### src/rtl/rsc_pkg.sv
package rsc_pkg;
   // Result of decoding one address command
   typedef enum logic [1:0] {
      ADR_IDLE    = 2'd0,
      ADR_ACCEPT  = 2'd1,
      ADR_REJECT  = 2'd2
   } adr_kind_e;

   // Default geometry of one revolution
   localparam int unsigned DEF_PRESCALE = 840;
   localparam int unsigned DEF_SECTORS  = 64;
   localparam int unsigned DEF_END_CNT  = 816;
   localparam int unsigned DEF_BAD_MASK = 'h30;
endpackage

### src/rtl/rsc_rev_counter.sv
module rsc_rev_counter #(
   parameter int unsigned PRESCALE = 840,
   parameter int unsigned SECTORS  = 64,
   parameter int unsigned PRE_W    = 10,
   parameter int unsigned SEC_W    = 6
) (
   input  logic             clk,
   input  logic             clr_n,
   input  logic             index_pulse,
   output logic [PRE_W-1:0] pre_cnt,
   output logic [SEC_W-1:0] sec_cnt
);
   localparam logic [PRE_W-1:0] PRE_LAST = PRE_W'(PRESCALE - 1);
   localparam logic [SEC_W-1:0] SEC_LAST = SEC_W'(SECTORS - 1);

   logic             pre_wrap;
   logic [SEC_W-1:0] sec_inc;

   assign pre_wrap = (pre_cnt == PRE_LAST);

   generate
      if (SECTORS == (1 << SEC_W)) begin : g_pow2_wrap
         assign sec_inc = sec_cnt + 1'b1;
      end else begin : g_cmp_wrap
         assign sec_inc = (sec_cnt == SEC_LAST) ? '0 : sec_cnt + 1'b1;
      end
   endgenerate

   always_ff @(posedge clk or negedge clr_n) begin
      if (!clr_n) begin
         pre_cnt <= '0;
         sec_cnt <= '0;
      end else if (index_pulse) begin
         pre_cnt <= '0;
         sec_cnt <= '0;
      end else if (pre_wrap) begin
         pre_cnt <= '0;
         sec_cnt <= sec_inc;
      end else begin
         pre_cnt <= pre_cnt + 1'b1;
      end
   end
endmodule

### src/rtl/rsc_target_reg.sv
module rsc_target_reg
   import rsc_pkg::*;
#(
   parameter int unsigned ADR_W    = 6,
   parameter int unsigned BAD_MASK = 'h30
) (
   input  logic             clk,
   input  logic             clr_n,
   input  logic             adr_strobe,
   input  logic [ADR_W-1:0] adr_data,
   output logic [ADR_W-1:0] target,
   output logic             seek_check
);
   localparam logic [ADR_W-1:0] MASK = ADR_W'(BAD_MASK);

   adr_kind_e kind;

   always_comb begin
      if (!adr_strobe)
         kind = ADR_IDLE;
      else if ((adr_data & MASK) == MASK)
         kind = ADR_REJECT;
      else
         kind = ADR_ACCEPT;
   end

   always_ff @(posedge clk or negedge clr_n) begin
      if (!clr_n) begin
         target     <= '0;
         seek_check <= 1'b0;
      end else begin
         unique case (kind)
            ADR_ACCEPT: begin
               target     <= adr_data;
               seek_check <= 1'b0;
            end
            ADR_REJECT: seek_check <= 1'b1;
            default:    ;
         endcase
      end
   end
endmodule

### src/rtl/rsc_compare.sv
module rsc_compare #(
   parameter int unsigned PRE_W   = 10,
   parameter int unsigned SEC_W   = 6,
   parameter int unsigned END_CNT = 816
) (
   input  logic             clk,
   input  logic             clr_n,
   input  logic             rw_active,
   input  logic [PRE_W-1:0] pre_cnt,
   input  logic [SEC_W-1:0] sec_cnt,
   input  logic [SEC_W-1:0] target,
   output logic             sect_match
);
   localparam logic [PRE_W-1:0] END_V = PRE_W'(END_CNT);

   logic same_sector;
   logic in_window;

   assign same_sector = (sec_cnt == target);
   assign in_window   = (pre_cnt < END_V);

   always_ff @(posedge clk or negedge clr_n) begin
      if (!clr_n)
         sect_match <= 1'b0;
      else
         sect_match <= rw_active && same_sector && in_window;
   end
endmodule

### src/rtl/rsc_sector_tracker.sv
module rsc_sector_tracker #(
   parameter int unsigned PRESCALE = rsc_pkg::DEF_PRESCALE,
   parameter int unsigned SECTORS  = rsc_pkg::DEF_SECTORS,
   parameter int unsigned END_CNT  = rsc_pkg::DEF_END_CNT,
   parameter int unsigned BAD_MASK = rsc_pkg::DEF_BAD_MASK,
   localparam int unsigned PRE_W   = $clog2(PRESCALE),
   localparam int unsigned SEC_W   = $clog2(SECTORS)
) (
   input  logic             clk,
   input  logic             clr_n,
   input  logic             index_pulse,
   input  logic             adr_strobe,
   input  logic [SEC_W-1:0] adr_data,
   input  logic             rd_cmd,
   input  logic             wr_cmd,
   output logic             sect_match,
   output logic             seek_check
);
   generate
      if (PRESCALE < 2) begin : g_bad_prescale
         $error("PRESCALE must be at least 2");
      end
      if (SECTORS < 2) begin : g_bad_sectors
         $error("SECTORS must be at least 2");
      end
      if (END_CNT == 0 || END_CNT >= PRESCALE) begin : g_bad_end
         $error("END_CNT must lie inside the prescaler range");
      end
      if (BAD_MASK == 0 || BAD_MASK >= (1 << SEC_W)) begin : g_bad_mask
         $error("BAD_MASK must be a non-zero address bit set");
      end
   endgenerate

   logic [PRE_W-1:0] pre_cnt;
   logic [SEC_W-1:0] sec_cnt;
   logic [SEC_W-1:0] target;

   rsc_rev_counter #(
      .PRESCALE (PRESCALE),
      .SECTORS  (SECTORS),
      .PRE_W    (PRE_W),
      .SEC_W    (SEC_W)
   ) u_rev (
      .clk         (clk),
      .clr_n       (clr_n),
      .index_pulse (index_pulse),
      .pre_cnt     (pre_cnt),
      .sec_cnt     (sec_cnt)
   );

   rsc_target_reg #(
      .ADR_W    (SEC_W),
      .BAD_MASK (BAD_MASK)
   ) u_tgt (
      .clk        (clk),
      .clr_n      (clr_n),
      .adr_strobe (adr_strobe),
      .adr_data   (adr_data),
      .target     (target),
      .seek_check (seek_check)
   );

   rsc_compare #(
      .PRE_W   (PRE_W),
      .SEC_W   (SEC_W),
      .END_CNT (END_CNT)
   ) u_cmp (
      .clk        (clk),
      .clr_n      (clr_n),
      .rw_active  (rd_cmd | wr_cmd),
      .pre_cnt    (pre_cnt),
      .sec_cnt    (sec_cnt),
      .target     (target),
      .sect_match (sect_match)
   );
endmodule

### config.mk
export PLATFORM = sky130hd
export DESIGN_NAME = rsc_sector_tracker
export DESIGN_NICKNAME = d
export VERILOG_FILES = /design/src/rtl/rsc_pkg.sv /design/src/rtl/rsc_rev_counter.sv /design/src/rtl/rsc_target_reg.sv /design/src/rtl/rsc_compare.sv /design/src/rtl/rsc_sector_tracker.sv
export SDC_FILE = /design/constraint.sdc
export NUM_CORES = 1
export LEC_CHECK = 0
export BUFFER_PORTS_ARGS = -buffer_cell sky130_fd_sc_hd__buf_4
export CAP_MARGIN = 20
export CORE_ASPECT_RATIO = 1.75
export CORE_MARGIN = 1.5
export CORE_UTILIZATION = 50
export CTS_BUF_LIST = sky130_fd_sc_hd__clkbuf_8 sky130_fd_sc_hd__clkbuf_16
export DETAILED_ROUTE_END_ITERATION = 6
export PLACE_DENSITY = 0.78
export SETUP_SLACK_MARGIN = 0.15
export SLEW_MARGIN = 0
export SYNTH_ARGS = -nofsm -noshare
export SYNTH_HDL_FRONTEND = slang
export SYNTH_SLANG_ARGS = --single-unit
### constraint.sdc
create_clock -name clk -period 1.6 [get_ports clk]
set_clock_uncertainty 0.1 [all_clocks]
set_input_delay 0.48 -clock clk [delete_from_list [all_inputs] [get_ports clk]]
set_output_delay 0.48 -clock clk [all_outputs]
set_load 0.01 [all_outputs]
==> impl_metrics.py, run 1 <==
metrics = {
    "status": {
        "outcome": "finished, violations left",
        "violations": "negative hold slack, negative setup slack",
    },
    "timing": {
        "drv_slew": 0,
        "period_share": 1.00,
        "setup_viol_count_final": 1,
        "whs_ns": -0.00615,
        "period_needed_ns": 1.60,
        "rsz0062_at_grt": "true",
        "hold_viol_final": 11,
        "clock.fmax_ghz": 0.625,
        "setup_ws_ns": -0.000780,
        "slew_headroom": 0.803,
        "worst_slew_pin_slew_ns": 0.293,
    },
    "clocking": {
        "cts.sinks": 24,
        "path_clk_slew_ns": 0.08,
        "cts_setup_buffers": 0,
        "clk_path_buf_depth": 2,
        "h-tree-depth": 1,
        "clk_latency_ns": 0.26,
        "hold_buffers": 0,
        "cts_tree": "done",
        "clock_tree.root_cell": "clkbuf_8",
        "cts_buffers": 3,
    },
    "grt": {
        "grt_max_degree": 25,
        "grt_pass1_wl_um": 3760,
        "grt_pass1_vias": 893,
        "track_usage": 0.207,
        "grt-ovfl-total": 0,
        "antenna_found_initial": 0,
    },
    "route": {
        "drt_wl_total_um": 2390,
        "via_per_inst": 5.60,
        "drc_errors": 0,
        "drt-met1-wl_um": 875,
        "drt_iter0_markers": 6,
        "vias": 863,
        "ant_nets": 0,
        "highest_layer": "met4",
        "drtPass1Iterations": 4,
        "wl_met2_um": 1370,
        "wl_per_cell_um": 15.5,
        "wl_met3_um": 65,
    },
    "critical_path": {
        "cp_max_fo": 3,
        "path_cells": "or3_4 -> nor4_4 -> nand3_2 -> mux2_4",
        "r2r-end": "u_rev.sec_cnt[4]$_DFFE_PN0P_",
        "regToRegStartpoint": "u_rev.pre_cnt[4]$_DFF_PN0_",
        "required_ns": 1.65,
        "cpPeakStageDelay_ns": 0.42,
        "crit_path_start": "u_rev.pre_cnt[4]$_DFF_PN0_",
        "crit_cells": 4,
        "cp.arrival_ns": 1.66,
        "path_delay_family": "simple AND/OR/NAND/NOR gates",
        "startpoint_type": "flip-flop",
        "worstSetupPathType": "reg2reg",
        "reg2reg_slack_ns": -0.0008,
        "path_buf_inv": 0,
        "rr_worst_depth": 4,
        "cp_slowest_cell": "or3_4",
        "end_kind": "flip-flop",
        "worstSetupEndpoint": "u_rev.sec_cnt[4]$_DFFE_PN0P_",
    },
    "power_and_ir_drop": {
        "total_power_w": 0.00119,
        "power_density_mw_per_mm2": 772,
        "leakage_nw": 0.694,
        "irDropWorstVdd_v": 0.000611,
    },
    "die": {
        "die_h_um": 67.9,
        "core_mm2": 0.00227,
        "die_w_um": 40.1,
        "ios": 14,
        "dieArea_mm2": 0.00273,
        "start_util": 0.530,
        "fp-row-count": 23,
    },
    "synthesis": {
        "synth_cell_types": 34,
        "syn_area_per_cell_um2": 11.7,
        "ys.flop_type": "dfrtp_1",
        "synth-async-reset-ratio": 1.00,
        "synth_top_cell_by_area": "dfrtp_1",
        "synth_edf_count": 0,
        "synth_area_mm2": 0.00120,
        "synth_top_area_frac": 0.498,
        "ys_ff_latch": 24,
        "synth-seq-area-share": 0.498,
        "syn_nets": 117,
        "synthesis.instances": 103,
        "synth_area_leaders": "dfrtp_1, xnor2_1, mux2_2",
        "synth_common_cells": "dfrtp_1, nor2_1, xnor2_1",
        "synth-warning-count": 0,
        "synth_most_common_cell": "dfrtp_1",
    },
    "placed_design": {
        "place_area_mm2": 0.00141,
        "dp_hpwl_um": 1780,
        "gp_congestion": 0.767,
        "port_buffers": 13,
    },
    "hold_path": {
        "hold_class": "in2async",
    },
    "finish": {
        "nFillCells": 175,
        "final_util": 0.679,
        "layout.nets": 144,
        "num_antenna_cells": 0,
        "design_area_mm2": 0.00154,
        "drive_above_1_share": 0.434,
        "syn2layout_area_growth_pct": 28.1,
    },
    "run": {
        "drv_cap": 0,
    },
}
## logic make-up (layout without fill, tap and decap cells)
family	after synthesis	count (layout)	synth area share
xor gates and xnor gates	16	16	0.116
and+or+nand+nor	42	42	0.223
AOI/OAI and AO/OA	6	6	0.0395
muxes	8	8	0.0768
adders and majority gates	2	2	0.0208
buffers and inverters	5	31	0.0249
DFF	24	24	0.498
## flip-flops by register name, indices dropped and copies added, names as in the netlist
| register | cells |
|---|---|
| u_tgt.seek_check | 1 |
| u_tgt.target | 6 |
| u_rev.pre_cnt | 10 |
| u_cmp.sect_match | 1 |
| u_rev.sec_cnt | 6 |
## routing by layer
| metal | vias to the layer above | GRT usage |
|---|---|---|
| li1 | 413 | - |
| met1 | 427 | 0.217 |
| met2 | 17 | 0.371 |
| met3 | 6 | 0.0195 |
| met4 | 0 | 0.125 |
| met5 | - | 0 |
## final cells by class
type / instances / area [um^2] / share of cell area
sequential: 24 / 601 / 0.389
multi-input combinational: 74 / 649 / 0.421
clock buffer: 4 / 55.1 / 0.0357
timing repair buffer: 25 / 200 / 0.130
tap: 25 / 31.3 / 0.0203
inverter: 2 / 7.51 / 0.00486
## per-stage QoR
stage | std cells | TNS (ns) | worst slack [ns]
after floorplan | 103 | -0.0254 | -0.0254
after global placement | 150 | 0 | 0.0349
after detailed placement | 150 | 0 | 0.00854
after CTS | 154 | 0 | 0.000481
after global routing | 154 | -0.125 | -0.0669
final | 154 | -0.000780 | -0.000780
## timing repair
item | 4_1_cts | 5_1_grt
setup endpoints to repair | 13 | 13
pin swaps | 4 | 8
resized for setup | 0 | 16
## placed cells by master, fill, tap and decap left out, drive strengths merged
master and count:
a21o 1, mux2 7, a21oi 1, clkbuf 4, buf 25, nand3 7
and2b 1, nand4 2, nand4b 1, nor3 7, nor4 2, xnor2 11
and4 2, a21boi 1, a211o 1, nor2 12, a311oi 1, xor2 5
or3 1, dfrtp 24, nand2 5, nor3b 1, mux2i 1, o2111ai 1
and3 1, ha 2, inv 2
## power by group
group	internal, W	total [W]	leakage [nW]	switching (W)
registers	0.000635	0.000654	0.317	0.0000189
logic	0.0000747	0.000131	0.348	0.0000559
clock network	0.000220	0.000407	0.0288	0.000187
## worst min path at each step
stage,from,end,slack (ns)
2_1_floorplan,clr_n,u_cmp.sect_match$_DFF_PN0_,0.08
3_3_place_gp,clr_n,u_cmp.sect_match$_DFF_PN0_,0.29
3_5_place_dp,clr_n,u_tgt.target[1]$_DFFE_PN0N_,0.29
4_1_cts,clr_n,u_tgt.target[1]$_DFFE_PN0N_,0.007
5_1_grt,clr_n,u_tgt.target[3]$_DFFE_PN0N_,0.02
6_report,clr_n,u_tgt.target[1]$_DFFE_PN0N_,-0.006
(Power assumes the default switching activity.)
==> run 2: changes to the inputs <==
--- a/config.mk
+++ b/config.mk
@@ -6,13 +6,15 @@
 export NUM_CORES = 1
 export LEC_CHECK = 0
 export BUFFER_PORTS_ARGS = -buffer_cell sky130_fd_sc_hd__buf_4
-export CAP_MARGIN = 20
+export CAP_MARGIN = 10
+export CELL_PAD_IN_SITES_DETAIL_PLACEMENT = 0
+export CELL_PAD_IN_SITES_GLOBAL_PLACEMENT = 1
 export CORE_ASPECT_RATIO = 1.75
-export CORE_MARGIN = 1.5
-export CORE_UTILIZATION = 50
+export CORE_MARGIN = 4
+export CORE_UTILIZATION = 41
 export CTS_BUF_LIST = sky130_fd_sc_hd__clkbuf_8 sky130_fd_sc_hd__clkbuf_16
 export DETAILED_ROUTE_END_ITERATION = 6
-export PLACE_DENSITY = 0.78
+export PLACE_DENSITY = 0.79
 export SETUP_SLACK_MARGIN = 0.15
 export SLEW_MARGIN = 0
 export SYNTH_ARGS = -nofsm -noshare
==> impl_metrics.py, run 2 (synthesized netlist as in run 1, its figures left out) <==
metrics = {
    "clocking": {
        "path_clk_slew_ns": 0.08,
        "clk_path_buf_depth": 2,
        "clk_latency_ns": 0.26,
        "cts_tree": "done",
        "cts_buffers": 3,
        "cts.sinks": 24,
        "h-tree-depth": 1,
        "clock_tree.root_cell": "clkbuf_8",
    },
    "status": {
        "violations": "negative hold slack, negative setup slack",
        "outcome": "finished, violations left",
    },
    "finish": {
        "layout_commonest_cell": "dfrtp_1",
        "layout.nets": 143,
        "design_area_mm2": 0.00152,
        "drive_above_1_share": 0.433,
        "reg_top3": "u_rev.pre_cnt x10, u_rev.sec_cnt x6, u_tgt.target x6",
        "syn2layout_area_growth_pct": 25.9,
        "num_antenna_cells": 0,
        "layout_common_cells": "dfrtp_1, buf_4, nor2_1, xnor2_1, mux2_2",
        "largest_register_ff_count": 10,
        "regMostFlops": "u_rev.pre_cnt",
    },
    "route": {
        "drt_wl_total_um": 2340,
        "vias": 852,
        "drc_errors": 0,
        "drt_iter0_markers": 8,
        "ant_nets": 0,
        "via_per_inst": 5.53,
        "wl_per_cell_um": 15.2,
        "drtPass1Iterations": 2,
    },
    "grt": {
        "grt-ovfl-total": 0,
        "grt_pass1_vias": 929,
        "grt_max_degree": 25,
        "grt_pass1_wl_um": 4100,
        "track_usage": 0.132,
        "antenna_found_initial": 0,
    },
    "critical_path": {
        "cp_max_fo": 3,
        "worstSetupPathType": "reg2reg",
        "end_kind": "flip-flop",
        "required_ns": 1.65,
        "cp.arrival_ns": 1.66,
        "rr_worst_depth": 4,
        "startpoint_type": "flip-flop",
    },
    "timing": {
        "clock.fmax_ghz": 0.620,
        "drv_slew": 0,
        "rsz0062_at_grt": "true",
        "setup_ws_ns": -0.0124,
        "hold_viol_final": 3,
        "period_share": 1.01,
        "fin_setup_tns_ns": -0.0124,
        "slew_headroom": 0.794,
        "setup_viol_count_final": 1,
        "worst_slew_pin_slew_ns": 0.309,
        "period_needed_ns": 1.61,
        "whs_ns": -0.000479,
    },
    "die": {
        "dieArea_mm2": 0.00390,
        "start_util": 0.438,
        "core_mm2": 0.00275,
        "die_h_um": 79.7,
        "ios": 14,
        "die_w_um": 49.0,
        "fp-row-count": 25,
    },
    "placed_design": {
        "place_area_mm2": 0.00139,
        "gp_congestion": 0.784,
        "dp_hpwl_um": 1810,
        "port_buffers": 13,
    },
    "power_and_ir_drop": {
        "leakage_nw": 0.681,
        "total_power_w": 0.00113,
        "power_density_mw_per_mm2": 745,
        "irDropWorstVdd_v": 0.000591,
    },
    "hold_path": {
        "hold_class": "in2async",
    },
    "run": {
        "drv_cap": 0,
    },
}
## run 2: changes by cell type in the layout (fill, tap and decap cells not counted)
cell	previous run	this run
xnor2_2	1	0
nor3b_2	0	1
nor3_4	3	4
ha_1	2	1
buf_12	1	0
xnor2_1	10	11
nor3b_4	1	0
ha_2	0	1
buf_4	24	23
nor3_1	1	0
clkbuf_8	4	3
buf_6	0	1
## run 2: final cells by class
cell class / count / area, um^2
Clock buffer: 3 / 41.3
Sequential cell: 24 / 601
Multi-Input combinational cell: 74 / 649
Fill cell: 240 / 1240
Tap cell: 27 / 33.8
Timing Repair Buffer: 24 / 184
Inverter: 2 / 7.51
## run 2: path summary, 6_finish.rpt
kind	startpoint	endpoint	slack, ns
setup / recovery	u_rev.pre_cnt[4]$_DFF_PN0_	u_rev.sec_cnt[4]$_DFFE_PN0P_	-0.01
hold / removal	clr_n	u_rev.pre_cnt[8]$_DFF_PN0_	-0.0005
setup reg to reg	u_rev.pre_cnt[4]$_DFF_PN0_	u_rev.sec_cnt[4]$_DFFE_PN0P_	-0.01
hold reg to reg	u_tgt.seek_check$_DFFE_PN0P_	u_tgt.seek_check$_DFFE_PN0P_	0.42
max in group asynchronous	clr_n	u_rev.pre_cnt[0]$_DFF_PN0_	1.16
min in group clk	adr_data[2]	u_tgt.target[2]$_DFFE_PN0N_	0.35
## run 2: layer usage
metal	up-vias	GRT usage	wire length, um
met1	426	0.128	828
li1	407	-	-
met5	-	0	0
met3	5	0.0224	81
met4	0	0.0566	42
met2	14	0.263	1380
## run 2: through the flow
stage	hold slack, ns	std cells	util	worst slack, ns
final	-0.000479	154	0.551	-0.0124
after detailed placement	0.301	150	0.506	-0.0167
after global placement	0.291	150	0.506	0.0137
after CTS	0.0125	153	0.537	-0.0172
after global routing	0.0201	154	0.551	-0.0725
after floorplan	0.0844	103	-	-0.0254
## run 2: timing repair
item	in CTS	in global routing
buffers inserted	0	1
setup endpoints to repair	13	13
hold buffers	0	0
pin swaps	8	4
gates resized for setup	9	6
## run 2: report_power, final
part           leakage (nW)  internal (W)  switching (W)  total, W
Clock                0.0216      0.000168       0.000178  0.000347
Sequential            0.317      0.000635      0.0000200  0.000655
Combinational         0.343     0.0000728      0.0000552  0.000128
## run 2: critical path, stage by stage, from the launching register on
cell and delay (ns):
dfrtp_1 0.39, or3_4 0.43, nor4_4 0.18, nand3_2 0.11, mux2_4 0.30
